`config.mk`:
```
export PLATFORM = sky130hd
export DESIGN_NAME = mbx_irq
export DESIGN_NICKNAME = d
export VERILOG_FILES = /design/src/rtl/mbx_pkg.sv /design/src/rtl/mbx_port_dec.sv /design/src/rtl/mbx_flag.sv /design/src/rtl/mbx_irq.sv
export SDC_FILE = /design/constraint.sdc
export NUM_CORES = 1
export LEC_CHECK = 0
export ABC_CLOCK_PERIOD_IN_PS = 1000
export CAP_MARGIN = 10
export CELL_PAD_IN_SITES_DETAIL_PLACEMENT = 2
export CELL_PAD_IN_SITES_GLOBAL_PLACEMENT = 2
export CORE_MARGIN = 5
export CORE_UTILIZATION = 11
export CTS_BUF_LIST = sky130_fd_sc_hd__clkbuf_16
export DETAILED_ROUTE_END_ITERATION = 10
export PLACE_DENSITY = 0.95
export SLEW_MARGIN = 30
export SYNTH_ARGS = -nofsm -noshare
export SYNTH_HDL_FRONTEND = slang
export SYNTH_HIERARCHICAL = 1
export SYNTH_SLANG_ARGS = --single-unit
```
`constraint.sdc`:
```
create_clock -name clk_i -period 1 [get_ports clk_i]
set_input_delay 0.1 -clock clk_i [delete_from_list [all_inputs] [get_ports clk_i]]
set_output_delay 0.1 -clock clk_i [all_outputs]
set_load 0.005 [all_outputs]
```
`src/rtl/mbx_pkg.sv`:
```
package mbx_pkg;
  typedef enum logic [1:0] {
    ACC_NONE = 2'd0,
    ACC_RD   = 2'd1,
    ACC_WR   = 2'd2
  } acc_e;
endpackage

```
`src/rtl/mbx_port_dec.sv`:
```
module mbx_port_dec
  import mbx_pkg::*;
#(
  parameter int NP = 4,
  parameter int AW = 16,
  parameter int P  = 0
) (
  input  logic [AW-1:0] addr_i,
  input  logic          wr_i,
  input  logic          ce0_ni,
  input  logic          ce1_i,
  output logic [NP-1:0] set_o,   // request to set flag q
  output logic          clr_o    // read of own mailbox
);
  localparam logic [AW-1:0] TOP_ADDR = '1;

  acc_e acc;

  always_comb begin
    if (ce0_ni || !ce1_i) acc = ACC_NONE;
    else if (wr_i)        acc = ACC_WR;
    else                  acc = ACC_RD;
  end

  for (genvar q = 0; q < NP; q++) begin : g_tgt
    if (q == P) begin : g_self
      assign set_o[q] = 1'b0;
    end else begin : g_other
      assign set_o[q] = (acc == ACC_WR) && (addr_i == TOP_ADDR - AW'(q));
    end
  end

  assign clr_o = (acc == ACC_RD) && (addr_i == TOP_ADDR - AW'(P));
endmodule

```
`src/rtl/mbx_flag.sv`:
```
module mbx_flag (
  input  logic clk_i,
  input  logic rst_ni,
  input  logic set_i,
  input  logic clr_i,
  output logic int_no_o
);
  logic flag_q;

  always_ff @(posedge clk_i or negedge rst_ni) begin
    if (!rst_ni)    flag_q <= 1'b0;
    else if (set_i) flag_q <= 1'b1;   // set beats clear
    else if (clr_i) flag_q <= 1'b0;
  end

  assign int_no_o = ~flag_q;
endmodule

```
`src/rtl/mbx_irq.sv`:
```
module mbx_irq #(
  parameter int NP = 4,
  parameter int AW = 16
) (
  input  logic                   clk_i,
  input  logic                   rst_ni,
  input  logic [NP-1:0][AW-1:0]  addr_i,
  input  logic [NP-1:0]          wr_i,
  input  logic [NP-1:0]          ce0_ni,
  input  logic [NP-1:0]          ce1_i,
  output logic [NP-1:0]          int_no_o
);
  logic [NP-1:0][NP-1:0] set_req;  // [src][dst]
  logic [NP-1:0]         clr_req;
  logic [NP-1:0]         set_any;

  for (genvar p = 0; p < NP; p++) begin : g_port
    mbx_port_dec #(.NP(NP), .AW(AW), .P(p)) u_dec (
      .addr_i (addr_i[p]),
      .wr_i   (wr_i[p]),
      .ce0_ni (ce0_ni[p]),
      .ce1_i  (ce1_i[p]),
      .set_o  (set_req[p]),
      .clr_o  (clr_req[p])
    );
  end

  always_comb begin
    set_any = '0;
    for (int s = 0; s < NP; s++) set_any |= set_req[s];
  end

  for (genvar q = 0; q < NP; q++) begin : g_flag
    mbx_flag u_flag (
      .clk_i    (clk_i),
      .rst_ni   (rst_ni),
      .set_i    (set_any[q]),
      .clr_i    (clr_req[q]),
      .int_no_o (int_no_o[q])
    );
  end
endmodule

```
==> results.json, run 1 <==
{
  "drtPass1Iterations": 3,
  "synth-xor-area-share_pct": 0,
  "synth.area.mux_share_pct": 0,
  "syn2layout_area_growth_pct": 176.3,
  "core_area_um2": 5140,
  "p_per_area_nw_per_um2": 673.0,
  "violations": "setup timing",
  "grt_max_degree": 5,
  "fin_util_pct": 31.48,
  "p_leak_uw": 0.0007364,
  "row_count": 26,
  "status": "finished, violations left",
  "routed_wl_um": 3718,
  "required_ps": 1100,
  "die_area_um2": 6882,
  "antenna_found_initial": 0,
  "worst_slack_ps": -223.5,
  "seqCellArea_um2": 100.1,
  "yosys_warnings": 6,
  "final_nets": 257,
  "clock_skew_ps": 0,
  "yosysTopAreaCell": "dfrtp_1",
  "multi_input_area_um2": 560.5,
  "fill_cells": 618,
  "die_w_um": 82.96,
  "track_usage_pct": 10.81,
  "start_util_pct": 11.39,
  "grt-ovfl-total": 0,
  "min-delay-path-class": "in2async",
  "yosysMostFrequentCell": "nor3_1",
  "ant_nets": 0,
  "arrival_ps": 1320,
  "regMostFlops": "g_flag.u_flag/flag_q",
  "cts_buffer_depth": 2,
  "rsz0062_at_grt": "yes",
  "vdd_drop_max_v": 0.0004180,
  "synth_area_um2": 585.6,
  "ys_seq_area_share_pct": 17.09,
  "tns_ps": -755.8,
  "ys_top_cells_by_area": "dfrtp_1 (17%), nand4_1 (9.6%), nor3_1 (8.5%)",
  "drive_gt1_share_pct": 54.80,
  "grt_pass1_vias": 1257,
  "dpl.hpwl_um": 3395,
  "post_dp_cell_area_um2": 1617,
  "clk_latency_ps": 220,
  "root_buffer": "clkbuf_16",
  "drv_cap": 0,
  "top_regs": "g_flag.u_flag/flag_q: 4 flops",
  "slew_violations": 0,
  "syn-num-nets": 154,
  "fmax_ghz": 0.8173,
  "syn_avg_cell_area_um2": 7.705,
  "end_kind": "flip-flop",
  "ctsHoldBuffers": 0,
  "drt_iter0_drc": 5,
  "cp-start-kind": "input port",
  "synth_top_family_by_area": "simple AND/OR/NAND/NOR gates",
  "synth_top_area_share_pct": 17.09,
  "synth-edff-count": 0,
  "synthAdderAreaFrac_pct": 0,
  "path_clk_slew_ps": 30,
  "wl_per_cell_um": 15.05,
  "cts_sinks": 4,
  "synth_compound_area_share_pct": 7.692,
  "cts_tree": "done",
  "synth.distinct_cells": 19,
  "ios": 82,
  "async_flop_share_pct": 100.0,
  "fin_crit_sh_pct": 122.4,
  "cts_made_buffers": 3,
  "grt_pass1_wl_um": 5996,
  "power_uw": 1089,
  "netlist_instances": 76,
  "ys.flop_type": "dfrtp_1",
  "vias_per_cell": 4.040,
  "antenna_cells": 0,
  "via_count": 998,
  "final_hold_viol_count": 0,
  "place_congestion": 0.6790,
  "finalSetupViolCount": 4,
  "largest_register_ffs": 4,
  "drt_drc_violations_left": 0,
  "synthTopCellsByCount": "nor3_1 (10), nand4_1 (9), inv_1 (8), or4_1 (5)",
  "min_period_ps": 1224,
  "cp_max_fo": 2,
  "design_area_um2": 1618,
  "worst-setup-path-type": "in2reg",
  "cts_max_level": 1,
  "synth.ff_latch_count": 4,
  "reg2reg_depth": 3,
  "synth-simple-area-share_pct": 62.39,
  "io_buffer_count": 81,
  "fp.dieH_um": 82.96
}
[through the flow]
stage | instances | setup slack [ps] | hold slack (ps)
after floorplan | 76 | -221.6 | -195.6
after global placement | 242 | -724.8 | 318.6
after detailed placement | 242 | -770.9 | 330.9
after CTS | 247 | -235.5 | 100.0
after global routing | 247 | -282.8 | 107.8
final | 247 | -223.5 | 89.05
[layer usage]
metal  vias up  track usage (%)  wire, um
met3         2            2.772       189
met4         0            3.120        12
met5         -                0         0
met2        34            23.91      2327
li1        490                -         -
met1       472            8.903      1189
[cells in the final DEF (no fill, tap or decap), types with 2 or more instances in the layout]
cell type / instances
buf_2: 23
clkdlybuf4s15_1: 22
buf_4: 19
clkbuf_2: 18
dlygate4sd2_1: 11
nand4_1: 9
inv_1: 7
buf_6: 7
nor3_2: 6
or4_1: 4
o21bai_4: 4
dfrtp_1: 4
nand4b_1: 4
conb_1: 4
clkbuf_16: 3
and4b_1: 3
or2_4: 3
nand2_1: 3
nor3_1: 2
nand3_2: 2
nor4_2: 2
and4_1: 2
nor4_4: 2
nor3_4: 2
[cell families after synthesis]
family,Yosys count
AO/OA/AOI/OAI,4
buffers and inverters,12
flip-flops,4
other,4
AND/OR/NAND/NOR,52
[final cells by class]
class	count	area share, %
clock buffers	3	4.640
inverters	8	1.856
multi-input cells	60	34.65
flip-flops and latches	4	6.187
well taps	70	5.414
repair buffers	102	47.25
[critical path, stage by stage]
cell and delay (ps):
buf_6 90, and4_1 200, nand4b_1 170, nor3_2 60, or4_1 520, o21bai_4 180
[final timing paths]
check,from,end,slack (ps)
worst min register to register,g_flag[0].u_flag/flag_q$_DFFE_PN0P_,g_flag[0].u_flag/flag_q$_DFFE_PN0P_,620
min in group clk_i,addr_i[49],g_flag[3].u_flag/flag_q$_DFFE_PN0P_,420
max in group asynchronous,rst_ni,g_flag[1].u_flag/flag_q$_DFFE_PN0P_,730
worst min-delay path,rst_ni,g_flag[3].u_flag/flag_q$_DFFE_PN0P_,90
worst max register to register,g_flag[1].u_flag/flag_q$_DFFE_PN0P_,g_flag[1].u_flag/flag_q$_DFFE_PN0P_,270
worst max-delay path,addr_i[36],g_flag[1].u_flag/flag_q$_DFFE_PN0P_,-220
[report_power, final]
part	internal, uW	leakage, uW	switching (uW)	total, uW
registers	163	0.0000350	0.000229	163
logic	198	0.000664	102	300
clock network	511	0.0000370	115	626
total	872	0.000736	217	1090
[what timing repair did]
action	CTS	global route
resized for setup	177	52
buffers inserted	2	0
endpoints found under the hold margin	0	0
endpoints found under the setup margin	8	7
pin swaps	40	18
(Power assumes the default switching activity.)
==> run 2: changes to the inputs <==
--- a/config.mk
+++ b/config.mk
@@ -5,15 +5,15 @@
 export SDC_FILE = /design/constraint.sdc
 export NUM_CORES = 1
 export LEC_CHECK = 0
-export ABC_CLOCK_PERIOD_IN_PS = 1000
+export ABC_CLOCK_PERIOD_IN_PS = 1300
 export CAP_MARGIN = 10
 export CELL_PAD_IN_SITES_DETAIL_PLACEMENT = 2
 export CELL_PAD_IN_SITES_GLOBAL_PLACEMENT = 2
 export CORE_MARGIN = 5
-export CORE_UTILIZATION = 11
+export CORE_UTILIZATION = 10
 export CTS_BUF_LIST = sky130_fd_sc_hd__clkbuf_16
 export DETAILED_ROUTE_END_ITERATION = 10
-export PLACE_DENSITY = 0.95
+export PLACE_DENSITY = 0.9
 export SLEW_MARGIN = 30
 export SYNTH_ARGS = -nofsm -noshare
 export SYNTH_HDL_FRONTEND = slang
==> constraint.sdc (replaced) <==
create_clock -name clk_i -period 1.3 [get_ports clk_i]
set_input_delay 0.13 -clock clk_i [delete_from_list [all_inputs] [get_ports clk_i]]
set_output_delay 0.13 -clock clk_i [all_outputs]
set_load 0.005 [all_outputs]
==> results.json, run 2 (same netlist as run 1, synthesis figures left out) <==
{
  "status": "complete, no violations",
  "die_w_um": 86.52,
  "p_sw_uw": 153.2,
  "row_count": 27,
  "clock_skew_ps": 0,
  "dpl.hpwl_um": 3078,
  "cts_made_buffers": 3,
  "multi_input_area_um2": 551.8,
  "fin_util_pct": 29.41,
  "clk_latency_ps": 220,
  "finalSetupViolCount": 0,
  "slew_violations": 0,
  "sw_frac_of_total_pct": 18.57,
  "path_clk_slew_ps": 30,
  "p_per_area_nw_per_um2": 500.2,
  "seqCellArea_um2": 100.1,
  "final_common_cell": "dlygate4sd2_1",
  "cts_buffer_depth": 2,
  "p_int_uw": 671.8,
  "arrival_ps": 1370,
  "crit_path_top_delay_cell": "or4_1",
  "cp-start-kind": "input port",
  "die_area_um2": 7486,
  "min_period_ps": 1265,
  "antenna_found_initial": 0,
  "r2r_slack_ps": 640,
  "wl_per_cell_um": 14.20,
  "via_count": 983,
  "required_ps": 1410,
  "grt-ovfl-total": 0,
  "path_cells": "dlygate4sd2_1, and4_4, nand4b_1, nor3_2, or4_1, o21bai_4",
  "grt_max_degree": 5,
  "largest_register_ffs": 4,
  "drive_gt1_share_pct": 35.47,
  "cts_sinks": 4,
  "grt_pass1_vias": 1184,
  "p_leak_uw": 0.0007454,
  "syn2layout_area_growth_pct": 181.6,
  "regMostFlops": "g_flag.u_flag/flag_q",
  "drtPass1Iterations": 2,
  "ios": 82,
  "vias_per_cell": 4.029,
  "cpPeakStageDelay_ps": 490,
  "io_buffer_count": 81,
  "track_usage_pct": 9.315,
  "p_comb_share_pct": 27.3,
  "grt_pass1_wl_um": 5478,
  "core_area_um2": 5608,
  "start_util_pct": 10.44,
  "p_seq_share_pct": 15.2,
  "end_kind": "flip-flop",
  "ctsHoldBuffers": 0,
  "place_congestion": 0.6937,
  "place_ws_ps": -513.2,
  "vdd_drop_max_v": 0.0006731,
  "worst_slack_ps": 34.70,
  "fin_crit_sh_pct": 97.33,
  "ant_nets": 0,
  "cp_max_fo": 2,
  "final_hold_viol_count": 0,
  "top_regs": "g_flag.u_flag/flag_q: 4 flops",
  "p_clk_share_pct": 57.5,
  "cts_tree": "done",
  "fill_cells": 673,
  "rsz0062_at_grt": "no",
  "final_nets": 252,
  "root_buffer": "clkbuf_16",
  "power_uw": 824.9,
  "min-delay-path-class": "in2async",
  "tns_ps": 0,
  "routed_wl_um": 3466,
  "drv_cap": 0,
  "worst-setup-path-type": "in2reg",
  "antenna_cells": 0,
  "fmax_ghz": 0.7903,
  "layout_common_cells": "dlygate4sd2_1 (55), buf_4 (16), clkdlybuf4s15_1 (10)",
  "cts_max_level": 1,
  "drt_iter0_drc": 9,
  "fp.dieH_um": 86.52,
  "drt_drc_violations_left": 0
}
run 2: cell count changes in the layout (fill, tap and decap cells not counted), moves of 3 or more:
cell / previous run / this run
buf_2: 23 / 5
buf_4: 19 / 16
buf_6: 7 / 0
clkbuf_2: 18 / 8
clkdlybuf4s15_1: 22 / 10
dlygate4sd2_1: 11 / 55
run 2: power by group through the flow:
stage / combinational (uW) / sequential [uW] / clock [uW]
after floorplan: 37.5 / 127 / 0
after global placement: 280 / 127 / 0
after detailed placement: 292 / 127 / 0
after CTS: 229 / 125 / 486
after global routing: 247 / 125 / 496
final: 225 / 125 / 474
run 2: cell type report:
| class | count | share of cell area (%) |
|---|---|---|
| clock buffers | 3 | 4.552 |
| inverters | 8 | 1.821 |
| multi-input cells | 60 | 33.46 |
| flip-flops and latches | 4 | 6.070 |
| well taps | 72 | 5.463 |
| repair buffers | 97 | 48.63 |
run 2: stage by stage:
step,std cells,hold WS (ps),area [um^2]
detailed placement,235,350.6,1531
floorplan,76,-165.6,585.6
CTS,243,126.4,1657
global route,244,143.3,1649
finish,244,122.7,1649
global placement,235,349.0,1531
run 2: critical path: cells and delay by family:
family,cells,cell delay (ps)
simple gates,4,830
compound gates,1,170
buf+inv,1,230
run 2: what timing repair did:
| item | CTS | global route |
|---|---|---|
| pin swaps | 38 | 13 |
| setup endpoints to repair | 6 | 5 |
| setup buffers | 5 | 1 |
| resized for setup | 123 | 18 |
run 2: worst paths after layout:
path                                                     start                                  end  cells past startpoint
max                                                 addr_i[22]  g_flag[3].u_flag/flag_q$_DFFE_PN0P_                      6
min                                                     rst_ni  g_flag[3].u_flag/flag_q$_DFFE_PN0P_                      1
max reg2reg                g_flag[2].u_flag/flag_q$_DFFE_PN0P_  g_flag[2].u_flag/flag_q$_DFFE_PN0P_                      2
min reg2reg                g_flag[3].u_flag/flag_q$_DFFE_PN0P_  g_flag[3].u_flag/flag_q$_DFFE_PN0P_                      2
max in group asynchronous                               rst_ni  g_flag[0].u_flag/flag_q$_DFFE_PN0P_                      1
min in group clk_i                                     wr_i[3]  g_flag[3].u_flag/flag_q$_DFFE_PN0P_                      4
run 2: routing by layer:
metal  track usage, %  share of wire, %
met4            1.841               1.3
met2            19.96                58
met1            8.696                33
met3            2.091               7.3
met5                0                 0
